==> src/rtl/burst_pkg.sv <==
package burst_pkg;
  // Decoded action for one clock edge, in priority order.
  typedef enum logic [1:0] {
    CMD_HOLD = 2'd0,
    CMD_END  = 2'd1,
    CMD_LOAD = 2'd2,
    CMD_STEP = 2'd3
  } burst_cmd_e;
endpackage

==> src/rtl/burst_cmd_decode.sv <==
module burst_cmd_decode
  import burst_pkg::*;
(
  input  logic       stall,
  input  logic       deselect,
  input  logic       load,
  input  logic       advance,
  input  logic       active,
  output burst_cmd_e cmd
);
  // Priority: stall > deselect > load > advance (only while a burst runs).
  always_comb begin
    cmd = CMD_HOLD;
    if (!stall) begin
      if (deselect)               cmd = CMD_END;
      else if (load)              cmd = CMD_LOAD;
      else if (advance && active) cmd = CMD_STEP;
    end
  end
endmodule

==> src/rtl/burst_beat_counter.sv <==
module burst_beat_counter
  import burst_pkg::*;
#(
  parameter int BEAT_W = 2
) (
  input  logic              clk,
  input  logic              rst_n,
  input  burst_cmd_e        cmd,
  output logic [BEAT_W-1:0] beat,
  output logic              active
);
  logic [BEAT_W-1:0] beat_nxt;
  logic              active_nxt;
  logic              upd;

  always_comb begin
    beat_nxt   = beat;
    active_nxt = active;
    upd        = 1'b0;
    unique case (cmd)
      CMD_END: begin
        active_nxt = 1'b0;
        upd        = 1'b1;
      end
      CMD_LOAD: begin
        beat_nxt   = '0;
        active_nxt = 1'b1;
        upd        = 1'b1;
      end
      CMD_STEP: begin
        beat_nxt = beat + 1'b1;  // wraps modulo burst length
        upd      = 1'b1;
      end
      default: upd = 1'b0;
    endcase
  end

  always_ff @(posedge clk or negedge rst_n) begin
    if (!rst_n) begin
      beat   <= '0;
      active <= 1'b0;
    end else if (upd) begin
      beat   <= beat_nxt;
      active <= active_nxt;
    end
  end
endmodule

==> src/rtl/burst_offset_map.sv <==
module burst_offset_map #(
  parameter int BEAT_W = 2
) (
  input  logic [BEAT_W-1:0] start,
  input  logic [BEAT_W-1:0] beat,
  input  logic              order_xor,
  output logic [BEAT_W-1:0] offset
);
  logic [BEAT_W-1:0] lin_off;
  logic [BEAT_W-1:0] ilv_off;

  // Build the interleaved offset bit by bit.
  genvar i;
  generate
    for (i = 0; i < BEAT_W; i++) begin : g_xor
      assign ilv_off[i] = start[i] ^ beat[i];
    end
  endgenerate

  assign lin_off = start + beat;

  always_comb begin
    offset = order_xor ? ilv_off : lin_off;
  end
endmodule

==> src/rtl/burst_addr_gen.sv <==
module burst_addr_gen
  import burst_pkg::*;
#(
  parameter int ADDR_W = 17,
  parameter int BEAT_W = 2
) (
  input  logic              clk,
  input  logic              rst_n,
  input  logic              stall,
  input  logic              load,
  input  logic              advance,
  input  logic              deselect,
  input  logic              order_xor,
  input  logic [ADDR_W-1:0] base_addr,
  output logic [ADDR_W-1:0] addr,
  output logic              burst_active
);
  localparam int HI_W = ADDR_W - BEAT_W;

  burst_cmd_e        cmd;
  logic [BEAT_W-1:0] beat;
  logic [BEAT_W-1:0] offset;
  logic [HI_W-1:0]   hi_q,    hi_nxt;
  logic [BEAT_W-1:0] start_q, start_nxt;
  logic              cap;

  burst_cmd_decode u_dec (
    .stall    (stall),
    .deselect (deselect),
    .load     (load),
    .advance  (advance),
    .active   (burst_active),
    .cmd      (cmd)
  );

  burst_beat_counter #(.BEAT_W(BEAT_W)) u_cnt (
    .clk    (clk),
    .rst_n  (rst_n),
    .cmd    (cmd),
    .beat   (beat),
    .active (burst_active)
  );

  burst_offset_map #(.BEAT_W(BEAT_W)) u_map (
    .start     (start_q),
    .beat      (beat),
    .order_xor (order_xor),
    .offset    (offset)
  );

  // Base address capture: next-state logic.
  always_comb begin
    cap       = (cmd == CMD_LOAD);
    hi_nxt    = base_addr[ADDR_W-1:BEAT_W];
    start_nxt = base_addr[BEAT_W-1:0];
  end

  // Base address capture: registers.
  always_ff @(posedge clk or negedge rst_n) begin
    if (!rst_n) begin
      hi_q    <= '0;
      start_q <= '0;
    end else if (cap) begin
      hi_q    <= hi_nxt;
      start_q <= start_nxt;
    end
  end

  assign addr = {hi_q, offset};
endmodule

==> config.mk <==
export PLATFORM = sky130hd
export DESIGN_NAME = burst_addr_gen
export DESIGN_NICKNAME = d
export VERILOG_FILES = /design/src/rtl/burst_pkg.sv /design/src/rtl/burst_cmd_decode.sv /design/src/rtl/burst_beat_counter.sv /design/src/rtl/burst_offset_map.sv /design/src/rtl/burst_addr_gen.sv
export SDC_FILE = /design/constraint.sdc
export NUM_CORES = 1
export LEC_CHECK = 0
export BUFFER_PORTS_ARGS = -buffer_cell sky130_fd_sc_hd__buf_2
export CAP_MARGIN = 40
export CORE_ASPECT_RATIO = 1.25
export CORE_MARGIN = 2
export CORE_UTILIZATION = 45
export DETAILED_ROUTE_END_ITERATION = 7
export GPL_TIMING_DRIVEN = 0
export HOLD_SLACK_MARGIN = 0.03
export PLACE_DENSITY = 0.77
export SETUP_SLACK_MARGIN = 0.3
export SLEW_MARGIN = 10
export SYNTH_ARGS = -nofsm -noshare
export SYNTH_HDL_FRONTEND = slang
export SYNTH_SLANG_ARGS = --single-unit
==> constraint.sdc <==
create_clock -name clk -period 1.9 [get_ports clk]
set_input_delay 0.285 -clock clk [delete_from_list [all_inputs] [get_ports clk]]
set_output_delay 0.285 -clock clk [all_outputs]
set_load 0.02 [all_outputs]
Word level (Yosys, flattened, before mapping)
Cells that the tools add are included.
- flip-flop bits (word level): 20
- $add $sub $neg: 2
- muxes and demuxes: 8
- reductions and logical operators: 6
- equal/unequal tests: 3
- bitwise logic cells: 2
- operators by type and width (operator ; count):
    2-bit 2-to-1 mux ; 5
    2-bit == test (second input constant) ; 2
    2-bit case mux with 2 select lines ; 1
    2-bit AND reduction ; 2
    2-bit nonzero test ; 2
    3-bit OR reduction ; 1
    2-bit by 1-bit adder with 2-bit output (second input constant) ; 1
    2-bit adder ; 1
    2-bit by 1-bit == test with 1-bit output (second input constant) ; 1
    1-bit case mux with 2 select lines ; 1
    1-bit bitwise XOR ; 2
    1-bit logical AND ; 1
    1-bit 2-to-1 mux ; 1

Logic depth before layout (Yosys ltp)
- depth after elaboration: 9
- depth in mapped cells: 6
- gate-level depth less buffers: 5

Modules after synthesis
From an unflattened synthesis, not the netlist that was laid out.
- cell total of the unflattened synthesis: 57
- area total of the unflattened synthesis: 909.6 sq um
- modules (own cells, without submodules) (module ; instances ; seq. area each (sq um) ; cells an instance ; area an instance (sq um)):
    burst_addr_gen ; 1 ; 425.4 ; 37 ; 699.4
    burst_beat_counter ; 1 ; 75.1 ; 11 ; 147.6
    burst_offset_map ; 1 ; 0.0 ; 4 ; 36.3
    burst_cmd_decode ; 1 ; 0.0 ; 5 ; 26.3

Worst setup path after synthesis
No wires, ideal clock.
- kind: reg2reg
- start: register u_cnt.active
- end: register hi_q[0]
- stages on the path, launching flop included: 7
- setup slack: 212 ps
- required time: 1775 ps
- buffers on the path: 2
- library setup time: 125 ps
- data arrival time: 1563 ps
- period minus slack after synthesis: 1688 ps
- path through: dfrtp_1 -> a21oi_1 -> nor3_1 -> ha_1 -> buf_6 -> buf_12 -> mux2_4
- word-level cells in the longest chain between the ends: 6
- RTL lines (what ; line ; RTL):
    from (decl) ; burst_beat_counter.sv:10 ; output logic active
    from (signal assigned) ; burst_beat_counter.sv:44 ; active <= active_nxt;
    1-bit logical AND ; burst_cmd_decode.sv:17 ; else if (advance && active) cmd = CMD_STEP;
    2-bit 2-to-1 mux ; burst_cmd_decode.sv:17 ;
    2-bit 2-to-1 mux ; burst_cmd_decode.sv:16 ; else if (load) cmd = CMD_LOAD;
    2-bit 2-to-1 mux ; burst_cmd_decode.sv:15 ; if (deselect) cmd = CMD_END;
    2-bit 2-to-1 mux ; burst_cmd_decode.sv:14 ; if (!stall) begin
    2-bit == test ; burst_addr_gen.sv:53 ; cap = (cmd == CMD_LOAD);
    to (signal assigned) ; burst_addr_gen.sv:64 ; hi_q <= hi_nxt;
    to (decl) ; burst_addr_gen.sv:23 ; logic [HI_W-1:0] hi_q, hi_nxt;
Every way passes these cells.
A chain may end at the register's enable or synchronous reset.

Worst setup path after layout
- start: register u_cnt.active
- end: register hi_q[8]
The elaborated chain is that of the path after synthesis.

==> metrics.csv <==
stage;metric;value;unit
status;status;finished, final reports clean;
grt;aggregate global-route resource usage;14.2;%
worst_setup_path;crit path DAT;1.89;ns
die;IO Count;42;
sta;Final Hold Vio Count;0;
die;Core Rows;18;
die;die area;2420;µm²
placement;Setup WS pre-CTS;0.205;ns
die;Die W;44.4;µm
yosys;Seq/Total Area, Yosys;54.4;%
sta;min cycle time layout;1.71;ns
clock_tree;latest clock arrival within the worst-skew pair;0.30;ns
worst_setup_path;R2R setup slack;0.19;ns
layout;Ant. Diodes;0;
yosys;number of flops mapped to enable cells by yosys;0;
clock_tree;Worst-path clk slew;0.11;ns
grt;first-pass GRT wire length;2410;µm
yosys;syn nets;85;
sta;final-report setup violation count;0;
sta;Max-slew headroom;71.5;%
clock_tree;CTS Buf Count;3;
clock_tree;clk root buf;clkbuf_4;
min_path;hold crit path type;input port to register;
clock_tree;clk sinks;20;
layout;area grow syn2layout;45.6;%
worst_setup_path;startpoint types;register;
power;Power Dens Cells;1030;nW/µm²
sta;setup ws final;0.194;ns
route;final WL;1650;µm
die;Die H;54.5;µm
layout;nets;139;
grt;vias in the first global route;593;
clock_tree;Longest Clk Path Bufs;2;
yosys;most frequent cell after synthesis;dfrtp_1;
power;P_leak;0.687;nW
worst_setup_path;Critical Path Sink Type;register;
worst_setup_path;Critical Path RT;2.08;ns
yosys;Synth top area share;54.4;%
yosys;Synth Area per Inst;16.1;µm²
placement;GPL Wtd Cong;0.612;
sta;fin crit share;89.8;%
route;DR WL/cell;12.7;µm
worst_setup_path;Crit Path Class;register to register;
grt;largest net degree at the start of global routing;21;
sta;Hold Slack;0.208;ns
worst_setup_path;CP max FO;5;
route;routed vias;643;
sta;Sum Neg Setup Slack;0;ns
power;Peak VDD IR;680;µV
die;Starting Density;46.9;%
yosys;Post-synth ARST share;100;%
layout;layout cell share with drive strength beyond 1;70.9;%
die;Placeable Area;1960;µm²
placement;dpl hpwl;1170;µm
route;drt initial violations;1;
yosys;YS warnings;0;
grt;total gr overflow;0;
job;max cap viols;0;
layout;Finished Core Util;68.3;%
yosys;Mapped Area;920;µm²
sta;Slew @ Worst Pin;0.427;ns
sta;Worst Clk Skew;0.00924;ns
yosys;top_reg_cell synth;dfrtp_1;
layout;fillers;162;
sta;RSZ-0062 raised after global routing;true;
yosys;Post-synth top cells;dfrtp_1, mux2_4, mux2_2, ha_1, xnor2_1;
yosys;cell taking the most area after synthesis;dfrtp_1;
yosys;synth unique cells;18;
yosys;Syn Inst Count;57;
sta;fmax;0.586;GHz
yosys;Area contributors post-synth;dfrtp_1, mux2_4, mux2_2;
route;Detail Route Antenna Nets;0;
clock_tree;H-tree levels;1;
route;1st-pass router iterations;3;
placement;port bufs;41;
power;total power;1.38;mW
grt;initial antenna violation count;0;
clock_tree;CTS tree;done;
route;via-per-instance ratio;4.95;
sta;Final Max Tran Viols;0;
yosys;Yosys reg bits;20;
route;DRC;0;
-- cell families after synthesis --
family / Yosys count / synth area share, %
buf+inv: 2 / 3.40
xor+xnor: 3 / 2.86
compound gates: 4 / 3.40
flops: 20 / 54.4
simple gates: 5 / 3.27
mux: 19 / 27.2
fa+ha+maj: 4 / 5.44
-- cell type report --
| class | instances | area, µm² | share of cell area [%] |
|---|---|---|---|
| Clock buffer | 3 | 22.5 | 1.68 |
| Sequential cell | 20 | 502 | 37.5 |
| Multi-Input combinational cell | 35 | 424 | 31.7 |
| Buffer | 2 | 35.0 | 2.62 |
| Tap cell | 20 | 25.0 | 1.87 |
| Clock inverter | 1 | 30.0 | 2.24 |
| Timing Repair Buffer | 49 | 300 | 22.4 |
-- registers in the layout (all words and copies together), names as in the netlist --
name / cells
start_q: 2
hi_q: 15
u_cnt.active: 1
u_cnt.beat: 2
-- worst max-delay path: stages, from the launching register on --
cell and delay, ns:
dfrtp_2 0.43, and3b_1 0.18, o21bai_1 0.20, ha_2 0.22
buf_8 0.13, clkbuf_16 0.15, mux2_4 0.29
-- layout by cell type, fill, tap and decap left out --
master	count
a21oi_1	1
a22o_1	1
and3b_1	1
buf_12	2
buf_2	40
buf_4	6
buf_8	1
bufinv_16	1
clkbuf_16	1
clkbuf_4	3
dfrtp_1	19
dfrtp_2	1
dlygate4sd3_1	1
ha_1	2
ha_2	2
mux2_2	3
mux2_4	15
mux2i_1	1
nand2b_1	1
nor2_1	1
nor2b_4	1
nor3_2	1
o21ba_2	1
o21bai_1	1
xnor2_1	2
xor2_1	1
-- layer usage --
metal | share of wire [%] | track usage, % | vias up
li1 | - | - | 309
met1 | 39 | 14.9 | 301
met2 | 52 | 24.5 | 29
met3 | 7.9 | 4.62 | 4
met4 | 1.5 | 9.09 | 0
met5 | 0 | 0 | -
-- stage by stage --
step / instance area, µm² / cells
6_report: 1340 / 130
5_1_grt: 1340 / 130
4_1_cts: 1240 / 125
3_5_place_dp: 1160 / 118
3_3_place_gp: 1160 / 118
2_1_floorplan: 926 / 57
-- power breakdown --
part	total [mW]	internal, mW	switching [mW]
registers	0.567	0.518	0.0484
logic	0.475	0.246	0.228
clock network	0.336	0.213	0.123
total	1.38	0.978	0.399
-- path summary, 6_finish.rpt --
check | startpoint | depth (start not counted) | end
worst max-delay path | u_cnt.active | 6 | hi_q[8]
worst min-delay path | base_addr[8] | 2 | hi_q[6]
worst max register to register | u_cnt.active | 6 | hi_q[8]
worst min register to register | hi_q[8] | 1 | hi_q[8]
max in group asynchronous | rst_n | 2 | u_cnt.active
min in group asynchronous | rst_n | 2 | hi_q[12]
-- repair_timing --
item	in CTS	in global routing
hold endpoints to repair	20	0
buffers inserted	2	4
gates cloned	0	1
pin swaps	1	3
setup endpoints to repair	13	18
hold buffers	1	0
resized for setup	1	10
Power figures use the tool's default switching activity.
